**src/rtl/spb_pkg.sv**
```systemverilog
package spb_pkg;
   typedef enum logic [1:0] {
      SZ_BYTE = 2'd0,
      SZ_HALF = 2'd1,
      SZ_WORD = 2'd2,
      SZ_WIDE = 2'd3
   } acc_size_e;
endpackage

```
**src/rtl/spb_lane_map.sv**
```systemverilog
module spb_lane_map #(
   parameter int LANES = 4,
   localparam int DATA_W = 8 * LANES,
   localparam int OFF_W  = $clog2(LANES)
) (
   input  logic [1:0]        size,
   input  logic [OFF_W-1:0]  off,
   input  logic [DATA_W-1:0] wdata,
   output logic [LANES-1:0]  be,
   output logic [DATA_W-1:0] lane_data
);
   import spb_pkg::*;

   acc_size_e sz;
   assign sz = acc_size_e'(size);

   for (genvar i = 0; i < LANES; i++) begin : g_lane
      localparam logic [OFF_W-1:0] LANE_IDX = OFF_W'(i);
      always_comb begin
         unique case (sz)
            SZ_BYTE: begin
               be[i]             = (off == LANE_IDX);
               lane_data[8*i+:8] = wdata[7:0];
            end
            SZ_HALF: begin
               be[i]             = (off[OFF_W-1:1] == LANE_IDX[OFF_W-1:1]);
               lane_data[8*i+:8] = wdata[8*(i%2)+:8];
            end
            default: begin
               be[i]             = 1'b1;
               lane_data[8*i+:8] = wdata[8*i+:8];
            end
         endcase
      end
   end
endmodule

```
**src/rtl/spb_hold.sv**
```systemverilog
module spb_hold #(
   parameter int WAW   = 10,
   parameter int LANES = 4,
   localparam int DATA_W = 8 * LANES
) (
   input  logic              clk,
   input  logic              rst_n,
   input  logic              load,
   input  logic [WAW-1:0]    in_addr,
   input  logic [LANES-1:0]  in_be,
   input  logic [DATA_W-1:0] in_data,
   output logic              held,
   output logic [WAW-1:0]    held_addr,
   output logic [LANES-1:0]  held_be,
   output logic [DATA_W-1:0] held_data
);
   always_ff @(posedge clk or negedge rst_n) begin
      if (!rst_n) begin
         held      <= 1'b0;
         held_addr <= '0;
         held_be   <= '0;
         held_data <= '0;
      end else if (load) begin
         held      <= 1'b1;
         held_addr <= in_addr;
         held_be   <= in_be;
         held_data <= in_data;
      end
   end
endmodule

```
**src/rtl/spb_read_merge.sv**
```systemverilog
module spb_read_merge #(
   parameter int WAW   = 10,
   parameter int LANES = 4,
   localparam int DATA_W = 8 * LANES
) (
   input  logic              clk,
   input  logic              rst_n,
   input  logic              rd_fire,
   input  logic [WAW-1:0]    rd_addr,
   input  logic              held,
   input  logic [WAW-1:0]    held_addr,
   input  logic [LANES-1:0]  held_be,
   input  logic [DATA_W-1:0] held_data,
   input  logic [DATA_W-1:0] sram_rdata,
   output logic              rvalid,
   output logic [DATA_W-1:0] rdata
);
   logic [LANES-1:0]  fwd_mask;
   logic [DATA_W-1:0] fwd_data;

   always_ff @(posedge clk or negedge rst_n) begin
      if (!rst_n) begin
         rvalid   <= 1'b0;
         fwd_mask <= '0;
         fwd_data <= '0;
      end else begin
         rvalid <= rd_fire;
         if (rd_fire) begin
            fwd_mask <= (held && held_addr == rd_addr) ? held_be : '0;
            fwd_data <= held_data;
         end
      end
   end

   for (genvar i = 0; i < LANES; i++) begin : g_mrg
      assign rdata[8*i+:8] = fwd_mask[i] ? fwd_data[8*i+:8] : sram_rdata[8*i+:8];
   end
endmodule

```
**src/rtl/sram_post_buffer.sv**
```systemverilog
module sram_post_buffer #(
   parameter int ADDR_W = 12,
   parameter int LANES  = 4,
   localparam int DATA_W = 8 * LANES,
   localparam int OFF_W  = $clog2(LANES),
   localparam int WAW    = ADDR_W - OFF_W
) (
   input  logic              clk,
   input  logic              rst_n,
   input  logic [ADDR_W-1:0] bus_addr,
   input  logic [DATA_W-1:0] bus_wdata,
   input  logic [1:0]        bus_size,
   input  logic              bus_wr,
   input  logic              bus_rd,
   output logic [DATA_W-1:0] bus_rdata,
   output logic              bus_rvalid,
   output logic [WAW-1:0]    sram_addr,
   output logic [DATA_W-1:0] sram_wdata,
   output logic [LANES-1:0]  sram_be,
   output logic              sram_we,
   input  logic [DATA_W-1:0] sram_rdata
);
   if (LANES != 4) begin : g_bad_lanes
      $error("sram_post_buffer: LANES must be 4 (byte, halfword, word)");
   end
   if (ADDR_W <= OFF_W) begin : g_bad_addr
      $error("sram_post_buffer: ADDR_W too small");
   end

   logic [WAW-1:0]    bus_waddr;
   logic [LANES-1:0]  new_be;
   logic [DATA_W-1:0] new_data;
   logic              held;
   logic [WAW-1:0]    held_addr;
   logic [LANES-1:0]  held_be;
   logic [DATA_W-1:0] held_data;
   logic              rd_fire;

   assign bus_waddr = bus_addr[ADDR_W-1:OFF_W];
   assign rd_fire   = bus_rd && !bus_wr;

   spb_lane_map #(.LANES(LANES)) u_map (
      .size      (bus_size),
      .off       (bus_addr[OFF_W-1:0]),
      .wdata     (bus_wdata),
      .be        (new_be),
      .lane_data (new_data)
   );

   spb_hold #(.WAW(WAW), .LANES(LANES)) u_hold (
      .clk       (clk),
      .rst_n     (rst_n),
      .load      (bus_wr),
      .in_addr   (bus_waddr),
      .in_be     (new_be),
      .in_data   (new_data),
      .held      (held),
      .held_addr (held_addr),
      .held_be   (held_be),
      .held_data (held_data)
   );

   spb_read_merge #(.WAW(WAW), .LANES(LANES)) u_rd (
      .clk        (clk),
      .rst_n      (rst_n),
      .rd_fire    (rd_fire),
      .rd_addr    (bus_waddr),
      .held       (held),
      .held_addr  (held_addr),
      .held_be    (held_be),
      .held_data  (held_data),
      .sram_rdata (sram_rdata),
      .rvalid     (bus_rvalid),
      .rdata      (bus_rdata)
   );

   always_comb begin
      sram_wdata = held_data;
      if (bus_wr) begin
         sram_we   = held;
         sram_addr = held_addr;
         sram_be   = held_be & {LANES{held}};
      end else begin
         sram_we   = 1'b0;
         sram_addr = bus_waddr;
         sram_be   = '0;
      end
   end
endmodule

```
**config.mk**
```make
export PLATFORM = sky130hd
export DESIGN_NAME = sram_post_buffer
export DESIGN_NICKNAME = d
export VERILOG_FILES = /design/src/rtl/spb_pkg.sv /design/src/rtl/spb_lane_map.sv /design/src/rtl/spb_hold.sv /design/src/rtl/spb_read_merge.sv /design/src/rtl/sram_post_buffer.sv
export SDC_FILE = /design/constraint.sdc
export NUM_CORES = 1
export LEC_CHECK = 0
export BUFFER_PORTS_ARGS = -buffer_cell sky130_fd_sc_hd__buf_4
export CAP_MARGIN = 10
export CORE_MARGIN = 3
export CORE_UTILIZATION = 35
export CTS_CLUSTER_SIZE = 30
export DETAILED_ROUTE_END_ITERATION = 6
export PLACE_DENSITY = 0.68
export SYNTH_ARGS = -nofsm -noshare
export SYNTH_HDL_FRONTEND = slang
export SYNTH_SLANG_ARGS = --single-unit
```
**constraint.sdc**
```tcl
create_clock -name clk -period 1.1 [get_ports clk]
set_input_delay 0.055 -clock clk [delete_from_list [all_inputs] [get_ports clk]]
set_output_delay 0.055 -clock clk [all_outputs]
set_load 0.02 [all_outputs]
```
==> results.toml, run 1 <==
[logic_synthesis]
yosys_warnings = 0
postSynth.topFlopCell = "dfrtp_1"
simple_gate_share_of_the_synthesized_area_pct = 14.3
synth_cell_type_count = 27
area_fraction_in_compound_gates_after_synthesis_pct = 4.80
synth-edff-count = 0
avgSynthCellArea_um2 = 10.6
muxShareOfSynthArea_pct = 24.6
synth_seq_area_share_pct = 51.3
synth_fp_nets = 468
yosys.area_share.xor_xnor_pct = 2.14
syn-cell-area_um2 = 4100
yosys.area.top_type_share_pct = 51.3
synth.largest_area_cell = "dfrtp_1"
ys_async_sr_fraction_pct = 100
synth_adder_area_share_pct = 0
ys_seq_elements = 84
synth_top_cells_by_area = "dfrtp_1 51%, mux2_2 19%, nand2_1 9.6%"
synth_top_family_by_area = "multiplexers"
post_synth_inst_count = 386

[flow_run]
maxCapViolations = 0

[power]
peakVddDrop_mv = 0.974
totalPowerFinal_mw = 9.08
powerDensity_nw_per_um2 = 1390
leakage_nw = 3.24

[final_layout]
finalNetCount = 668
multi_input_comb_area_um2 = 2030
fillerInstances = 919
drive_above_1_share_pct = 49.6
number_of_diodes_added_for_antenna_fixing = 0
area_growth_pct = 59.8
layout.area.seq_um2 = 2100

[critical_path]
critical_path_buf_inv_count = 2
required_ps = 1040
cell_type_of_the_slowest_stage_on_the_worst_timing_path = "dfrtp_2"
path_common_cell = "buf_6"
worstPathCellList = "buf_6 -> mux2_4 -> buf_6"
cp.arrival_ps = 1330
cp-end-kind = "primary output"
critical_path.max_stage_delay_ps = 410
worst-setup-path-type = "flop to primary output"
worst-path-max-fanout = 5
critical-path-top-delay-family = "flip-flops"
startpoint_type = "flop"

[placed_design]
hpwlAfterDp_mm = 8.43
gpl.final_weighted_congestion = 0.787
io_buffer_count = 161
pre_cts_ws_ps = -196

[run_status]
status = "complete, but fails checks"
violations = "negative setup slack"

[floorplanning]
chipWidth_um = 114
standard_cell_rows = 38
io-pin-count = 162
initial_util_pct = 36.8
fp.dieArea_um2 = 13000
core_um2 = 11100
vertical_die_dimension_um = 114

[clock_tree]
cts-root-buf = "clkbuf_16"
numCtsBuffers = 9
clkSinkCount = 84
worst_setup_hold_path_clk_slew_ps = 60
cts.htree.levels = 3
clockBufferDepth = 2
clock_latency_of_the_later_clocked_register_in_the_worst_skew_pair_ps = 330
tritoncts_clock_tree = "built"

[sta]
final_report_max_slew_violation_count = 0
fin_crit_ps = 1380
setup_slack_ps = -282
finalHoldViolCount = 0
hold_worst_slack_ps = 7.41
setup_viol_count_final = 51
worst_pin_slew_ps = 383
grt_setup_unrepaired = "yes"
maxSlewHeadroom_pct = 74.5
fmax_mhz = 724
final.setup_skew_ps = 5.86
final.period_utilization_pct = 126

[global_routing]
grt_max_degree = 62
via_count_of_the_first_global_routing_pass = 3742
grt_pass1_wl_mm = 19.4
total_congestion_overflow = 0
grt_use_total_pct = 18.9
antenna_found_initial = 0

[detailed_routing]
route.detailed.wl_per_inst_um = 17.0
drt.antenna.violating_nets = 0
drt_iter0_drc = 192
drt_pass1_iterations = 4
vias_per_cell = 4.87
via_count = 3561
detail_route.drc_violations = 0
wl_mm = 12.4

[worst_hold_path]
min_path_type = "primary input to flop"
## routing by layer
layer	part of all wire, %	wire length [um]	up-vias	GRT usage (%)
met4	0.92	114	0	4.67
met2	51	6310	118	33.1
met3	6.2	777	10	3.81
met5	0	0	-	0
met1	42	5240	1734	24.0
li1	-	-	1699	-
## sequential cells by signal, summed over array words and instances, names as in the netlist
register,count
u_rd.rvalid,1
u_hold.held,1
u_hold.held_addr,10
u_hold.held_be,4
u_rd.fwd_data,32
u_hold.held_data,32
u_rd.fwd_mask,4
## area by class of cell
class | instances | area share [%]
repair buffers | 213 | 29.2
flip-flops and latches | 84 | 32.2
inverters | 2 | 0.134
well taps | 140 | 2.68
clock inverters | 4 | 1.13
multi-input cells | 276 | 31.1
clock buffers | 12 | 3.61
## where the power goes
group / total, mW / switching (mW) / internal, mW / leakage [nW]
logic: 2.17 / 1.02 / 1.15 / 2.09
clock network: 3.17 / 1.18 / 1.99 / 0.151
registers: 3.74 / 0.279 / 3.46 / 0.995
total: 9.08 / 2.47 / 6.60 / 3.24
## worst reg2reg max path, cell delays in order (launching register included)
cell and delay (ps):
dfrtp_1 400, xnor2_1 170, nand3_2 110, nor4_4 380
a22o_1 180
## what timing repair did
action | 4_1_cts | 5_1_grt
endpoints found under the setup margin | 51 | 51
buffers inserted | 8 | 3
pin swaps | 1 | 1
hold buffers | 14 | 0
endpoints found under the hold margin | 97 | 0
resized for setup | 98 | 11
cloned | 0 | 0
## final timing paths
kind,startpoint,endpoint,slack (ps),depth (start not counted)
worst min register to register,u_rd.fwd_data[12],u_rd.fwd_data[12],480,2
worst max register to register,u_hold.held_addr[0],u_rd.fwd_mask[0],-200,4
worst min-delay path,bus_wdata[7],u_hold.held_data[7],7,2
min in group asynchronous,rst_n,u_rd.fwd_data[12],240,3
max in group asynchronous,rst_n,u_hold.held_data[10],620,3
worst max-delay path,u_rd.fwd_mask[1],bus_rdata[8],-280,3
## cells in the final DEF (no fill, tap or decap), types with 2 or more instances in the layout
| cell | Yosys | routed |
|---|---|---|
| dfrtp_2 | 0 | 2 |
| buf_6 | 1 | 64 |
| mux2i_1 | 24 | 24 |
| xnor2_1 | 10 | 10 |
| and3_4 | 0 | 4 |
| a22o_1 | 4 | 4 |
| o21ai_0 | 9 | 9 |
| mux2_4 | 0 | 36 |
| dlygate4sd3_1 | 0 | 14 |
| clkbuf_16 | 0 | 9 |
| a21oi_1 | 18 | 18 |
| clkbuf_1 | 11 | 3 |
| nor2_1 | 20 | 20 |
| clkinv_2 | 1 | 2 |
| dfrtp_1 | 84 | 82 |
| a31oi_1 | 3 | 3 |
| mux2_2 | 68 | 32 |
| bufinv_16 | 0 | 2 |
| nand2b_1 | 2 | 2 |
| buf_4 | 0 | 132 |
| nand2_1 | 105 | 105 |
| buf_12 | 0 | 3 |
## through the flow
| stage | setup TNS, ps | utilization (%) | instance area (um^2) | instances |
|---|---|---|---|---|
| after detailed placement | -2030 | 50.4 | 5610 | 690 |
| after global routing | -13290 | 58.8 | 6550 | 731 |
| after CTS | -11490 | 58.3 | 6480 | 728 |
| after floorplan | -313 | - | 4100 | 386 |
| final | -11400 | 58.8 | 6550 | 731 |
| after global placement | -1740 | 50.4 | 5610 | 690 |
## cell usage after synthesis, drive strengths merged (2+ instances only)
cell      n
mux2     68
mux2i    24
nand2b    3
dfrtp    84
and3      4
nor2     21
a22o      4
clkbuf   11
nand2   105
nand3     2
a21oi    18
a31oi     3
o21ai     9
buf      13
xnor2    10
## kinds of logic (layout without fill, tap and decap cells)
| group | after synthesis | count (layout) |
|---|---|---|
| AND/OR/NAND/NOR | 139 | 139 |
| multiplexers | 92 | 92 |
| flip-flops | 84 | 84 |
| AO/OA/AOI/OAI | 35 | 35 |
| buffers and inverters | 26 | 231 |
| XOR/XNOR | 10 | 10 |
Note: power is estimated with default switching activity, not from simulation.
==> run 2: changes to the inputs <==
--- a/config.mk
+++ b/config.mk
@@ -9,9 +9,11 @@
 export CAP_MARGIN = 10
 export CORE_MARGIN = 3
 export CORE_UTILIZATION = 35
+export CTS_CLUSTER_DIAMETER = 80
 export CTS_CLUSTER_SIZE = 30
 export DETAILED_ROUTE_END_ITERATION = 6
 export PLACE_DENSITY = 0.68
+export RECOVER_POWER = 100
 export SYNTH_ARGS = -nofsm -noshare
 export SYNTH_HDL_FRONTEND = slang
 export SYNTH_SLANG_ARGS = --single-unit
==> run 2 against run 1 <==
Net effect: the flow still finishes with violations (negative setup slack); register-to-register slack is essentially flat; combinational power shrank 6%; first-iteration DRC count grew 8.3%; power shrank 1.6%; maximum frequency is essentially flat; largest power group unchanged.
==> results.toml, run 2 (synthesized netlist as in run 1, its figures left out) <==
[run_status]
status = "complete, but fails checks"
violations = "negative setup slack"

[sta]
setup_slack_ps = -282
worst_pin_slew_ps = 757
setup_viol_count_final = 51
final.period_utilization_pct = 126
fin_crit_ps = 1380
grt_setup_unrepaired = "yes"
final.setup_skew_ps = 6.45
hold_worst_slack_ps = 5.54
fmax_mhz = 724
finalHoldViolCount = 0
final_report_max_slew_violation_count = 0
maxSlewHeadroom_pct = 49.6

[final_layout]
fillerInstances = 969
utilization_pct = 57.0
layout.area.seq_um2 = 2100
most_used_cells_in_the_layout_excluding_fill_and_tap_cells = "105 x nand2_1, 90 x buf_4, 82 x dfrtp_1"
largest_registers = "u_hold.held_data: 32 flops, u_rd.fwd_data: 32 flops, u_hold.held_addr: 10 flops"
final_cells = 731
multi_input_comb_area_um2 = 2020
drive_above_1_share_pct = 46.2
layout_commonest_cell = "nand2_1"
area_growth_pct = 54.8
number_of_diodes_added_for_antenna_fixing = 0
fin_area_um2 = 6340
finalNetCount = 668

[power]
net_switching_power_mw = 2.47
totalPowerFinal_mw = 8.93
share_comb_of_total_power_pct = 22.7
powerDensity_nw_per_um2 = 1410
power.internal_mw = 6.47
pwr-share-clk_pct = 35.5
leakage_nw = 3.13
peakVddDrop_mv = 0.974
relative_contribution_of_sequential_cells_to_total_power_pct = 41.8
netSwitchingFraction_pct = 27.6

[flow_run]
maxCapViolations = 0

[global_routing]
grt_pass1_wl_mm = 19.4
antenna_found_initial = 0
grt_max_degree = 62
total_congestion_overflow = 0
via_count_of_the_first_global_routing_pass = 3742
grt_use_total_pct = 18.9

[detailed_routing]
drt_pass1_iterations = 4
vias_per_cell = 4.86
drt_iter0_drc = 208
drt.antenna.violating_nets = 0
via_count = 3550
wl_mm = 12.4
route.detailed.wl_per_inst_um = 17.0
detail_route.drc_violations = 0

[critical_path]
cell_type_of_the_slowest_stage_on_the_worst_timing_path = "dfrtp_2"
critical_path_buf_inv_count = 2
critical-path-top-delay-family = "flip-flops"
critical_path.max_stage_delay_ps = 410
worstPathCellList = "buf_6 -> mux2_4 -> buf_6"
worst-path-max-fanout = 5
cp-end-kind = "primary output"
required_ps = 1040
worst-setup-path-type = "flop to primary output"
path_common_cell = "buf_6"
startpoint_type = "flop"
cp.arrival_ps = 1330

[clock_tree]
clockBufferDepth = 2
clkSinkCount = 84
cts.htree.levels = 3
worst_setup_hold_path_clk_slew_ps = 60
numCtsBuffers = 9
tritoncts_clock_tree = "built"
cts-root-buf = "clkbuf_16"
clock_latency_of_the_later_clocked_register_in_the_worst_skew_pair_ps = 330

[placed_design]
hpwlAfterDp_mm = 8.43
place.detailed.instances = 690
io_buffer_count = 161
place_area_um2 = 5610
gpl.final_weighted_congestion = 0.787

[floorplanning]
fp.dieArea_um2 = 13000
standard_cell_rows = 38
vertical_die_dimension_um = 114
chipWidth_um = 114
core_um2 = 11100
initial_util_pct = 36.8
io-pin-count = 162

[worst_hold_path]
min_path_type = "primary input to flop"
-- run 2: cell count changes in the layout (fill, tap and decap cells not counted), moves of 3 or more --
cell,previous run,this run
buf_4,132,90
clkbuf_2,0,26
clkbuf_1,3,21
clkbuf_4,0,6
buf_6,64,59
buf_12,3,0
-- run 2: path summary, 6_finish.rpt --
kind / from / end / slack [ps] / cells past startpoint
worst max-delay path: u_rd.fwd_mask[1] / bus_rdata[8] / -280 / 3
worst min-delay path: bus_wdata[7] / u_hold.held_data[7] / 6 / 2
min in group asynchronous: rst_n / u_rd.fwd_data[12] / 400 / 3
worst min register to register: u_rd.fwd_data[20] / u_rd.fwd_data[20] / 480 / 2
worst max register to register: u_hold.held_addr[1] / u_rd.fwd_mask[0] / -190 / 4
max in group asynchronous: rst_n / u_hold.held_data[10] / 230 / 3
-- run 2: what timing repair did --
| action | 4_1_cts | 5_1_grt |
|---|---|---|
| endpoints found under the setup margin | 51 | 51 |
| pin swaps | 1 | 1 |
| hold endpoints to repair | 97 | 0 |
| hold buffers | 14 | 0 |
| resized for setup | 98 | 11 |
| buffers inserted | 8 | 3 |
-- run 2: stage by stage --
| stage | worst slack [ps] | setup TNS (ps) |
|---|---|---|
| final | -282 | -11990 |
| after global routing | -311 | -15780 |
| after CTS | -285 | -11490 |
| after detailed placement | -196 | -2030 |
| after global placement | -181 | -1740 |
| after floorplan | -78.3 | -313 |
-- run 2: layout make-up --
cell class | instances | share of cell area, %
clock inverter | 4 | 1.16
multi-input combinational | 276 | 31.9
timing repair buffer | 213 | 27.2
clock buffer | 12 | 3.73
sequential | 84 | 33.2
inverter | 2 | 0.118
tap | 140 | 2.76
-- run 2: power by group through the flow --
stage	clock network (mW)	logic [mW]	registers, mW
after CTS	3.22	2.14	3.74
final	3.17	2.03	3.73
after global placement	0	1.88	3.77
after global routing	3.35	2.20	3.78
after detailed placement	0	1.92	3.77
after floorplan	0	0.839	3.86
-- run 2: worst register-to-register path, cell delays in order (launching register included) --
cell and delay [ps]:
dfrtp_1 400, xnor2_1 160, nand3_1 150, nor4_4 340, a22o_1 180
-- run 2: routing by layer --
layer / vias to the layer above / global-route usage [%] / routed length [um]
li1: 1702 / - / -
met1: 1708 / 24.0 / 5250
met2: 127 / 33.1 / 6260
met3: 13 / 3.81 / 761
met4: 0 / 4.67 / 134
met5: - / 0 / 0
==> run 3: changes to the inputs <==
==> constraint.sdc (replaced) <==
create_clock -name clk -period 1.1 [get_ports clk]
set_input_delay 0.22 -clock clk [delete_from_list [all_inputs] [get_ports clk]]
set_output_delay 0.22 -clock clk [all_outputs]
set_load 0.02 [all_outputs]
==> run 3 against run 2 <==
Net effect: the flow still finishes with violations (negative setup slack); sequential cell count unchanged; die area unchanged; worst setup slack got worse by 190 ps; critical endpoint is now bus_rdata[21].
==> results.toml, run 3 (synthesized netlist as in run 1, its figures left out) <==
[run_status]
status = "complete, but fails checks"
violations = "negative setup slack"

[worst_hold_path]
min_path_type = "primary input to flop"
min_from = "bus_addr[8]"
worst_hold_path.endpoint = "u_hold.held_addr[6]"
timing.hold.worst_path_depth = 2

[floorplanning]
io-pin-count = 162
initial_util_pct = 36.8
chipWidth_um = 114
vertical_die_dimension_um = 114
core_um2 = 11100
standard_cell_rows = 38
fp.dieArea_um2 = 13000

[sta]
maxSlewHeadroom_pct = 56.4
worst_pin_slew_ps = 654
final_report_max_slew_violation_count = 0
fmax_mhz = 638
setup_viol_count_final = 64
grt_setup_unrepaired = "yes"
final.setup_skew_ps = 7.40
fin_crit_ps = 1570
finalHoldViolCount = 0
setup_slack_ps = -468
final.period_utilization_pct = 143

[critical_path]
cp.arrival_ps = 1350
worst-setup-path-type = "flop to primary output"
critical_path.reg2reg.startpoint = "u_hold.held_addr[7]"
reg2reg_depth = 5
crit-reg2reg-capture = "u_rd.fwd_mask[1]"
startpoint_type = "flop"
cp-end-kind = "primary output"
worst-path-max-fanout = 8
worstSetupStartpoint = "u_rd.fwd_mask[2]"
reg2reg_setup_slack_ps = -300
required_ps = 880

[final_layout]
area_growth_pct = 72.0
layout_commonest_cell = "buf_4"
fin_area_um2 = 7050
final_cells = 774
largest_registers = "u_hold.held_data: 32 flops, u_rd.fwd_data: 32 flops, u_hold.held_addr: 10 flops"
finalNetCount = 711
fillerInstances = 931
drive_above_1_share_pct = 55.8
number_of_diodes_added_for_antenna_fixing = 0
most_used_cells_in_the_layout_excluding_fill_and_tap_cells = "134 x buf_4, 104 x nand2_1, 97 x buf_6"

[detailed_routing]
route.detailed.wl_per_inst_um = 17.0
vias_per_cell = 4.82
drt.antenna.violating_nets = 0
wl_mm = 13.2
detail_route.drc_violations = 0
drt_iter0_drc = 151
drt_pass1_iterations = 4
via_count = 3729

[global_routing]
grt_use_total_pct = 20.0
grt_max_degree = 34
met2_usage_pct = 34.3
grt_util_met1_pct = 24.9
total_congestion_overflow = 0
via_count_of_the_first_global_routing_pass = 3991
grt_pass1_wl_mm = 20.2
antenna_found_initial = 0
global_route.peak_usage_layer = "met2"
grtUsageMet3_pct = 5.29

[flow_run]
maxCapViolations = 0

[placed_design]
place_area_um2 = 5880
place.detailed.instances = 711
gpl.final_weighted_congestion = 0.753
hpwlAfterDp_mm = 9.03
io_buffer_count = 161

[clock_tree]
numCtsBuffers = 9
worst_setup_hold_path_clk_slew_ps = 70
cts.htree.levels = 3
clkSinkCount = 84
clockBufferDepth = 2
clock_latency_of_the_later_clocked_register_in_the_worst_skew_pair_ps = 330
cts-root-buf = "clkbuf_16"
tritoncts_clock_tree = "built"

[power]
peakVddDrop_mv = 0.964
leakage_nw = 3.55
powerDensity_nw_per_um2 = 1340
run 3: cell count changes in the layout (fill, tap and decap cells not counted), moves of 7 or more:
cell           before  now
buf_4              90  134
buf_6              59   97
clkbuf_2           26    4
clkbuf_1           21    4
dlygate4sd3_1      14    1
xnor2_1            10    2
xnor2_2             0    7
run 3: final cells by class:
type                            instances  area (um^2)  share of cell area [%]
Timing Repair Buffer                  256         2330                    33.0
Clock inverter                          6         71.3                    1.01
Clock buffer                           10          239                    3.39
Multi-Input combinational cell        276         2120                    30.1
Tap cell                              140          175                    2.49
Sequential cell                        84         2100                    29.9
Inverter                                2         7.51                   0.107
run 3: critical path, cell delays in order (launching register included):
cell     delay [ps]
dfrtp_1         420
buf_12          160
mux2_4          300
buf_6           130
run 3: per-layer routing:
layer / up-vias / wire length, um
met5: - / 0
met4: 0 / 278
met3: 20 / 852
met2: 131 / 6620
met1: 1792 / 5440
li1: 1786 / -
run 3: repair_timing:
action / 4_1_cts / 5_1_grt
endpoints found under the hold margin: 18 / 0
setup buffers: 41 / 5
pin swaps: 7 / 5
hold buffers: 1 / 0
endpoints found under the setup margin: 83 / 83
resized for setup: 117 / 28
run 3: per-stage QoR:
step	hold slack [ps]	TNS, ps	utilization [%]	total power, mW	setup slack, ps
after floorplan	-75.6	-344	-	4.74	-77.8
after global placement	139	-7030	52.8	5.77	-214
after detailed placement	142	-8310	52.8	5.82	-237
after CTS	141	-20550	62.7	9.45	-480
after global routing	147	-26040	63.3	9.87	-508
final	145	-20460	63.3	9.43	-468
run 3: power breakdown:
part           leakage (nW)  switching [mW]  total [mW]  internal (mW)
clock                 0.145            1.25        3.09           1.84
sequential            0.997           0.277        3.74           3.46
combinational          2.41            1.14        2.60           1.46
total                  3.55            2.67        9.43           6.76
run 3: worst max-delay path by stage:
stage	end	slack, ps
global route	bus_rdata[21]	-510
global placement	bus_rdata[13]	-210
finish	bus_rdata[21]	-470
floorplan	u_rd.fwd_mask[0]	-80
CTS	bus_rdata[17]	-480
detailed placement	u_rd.fwd_mask[1]	-240
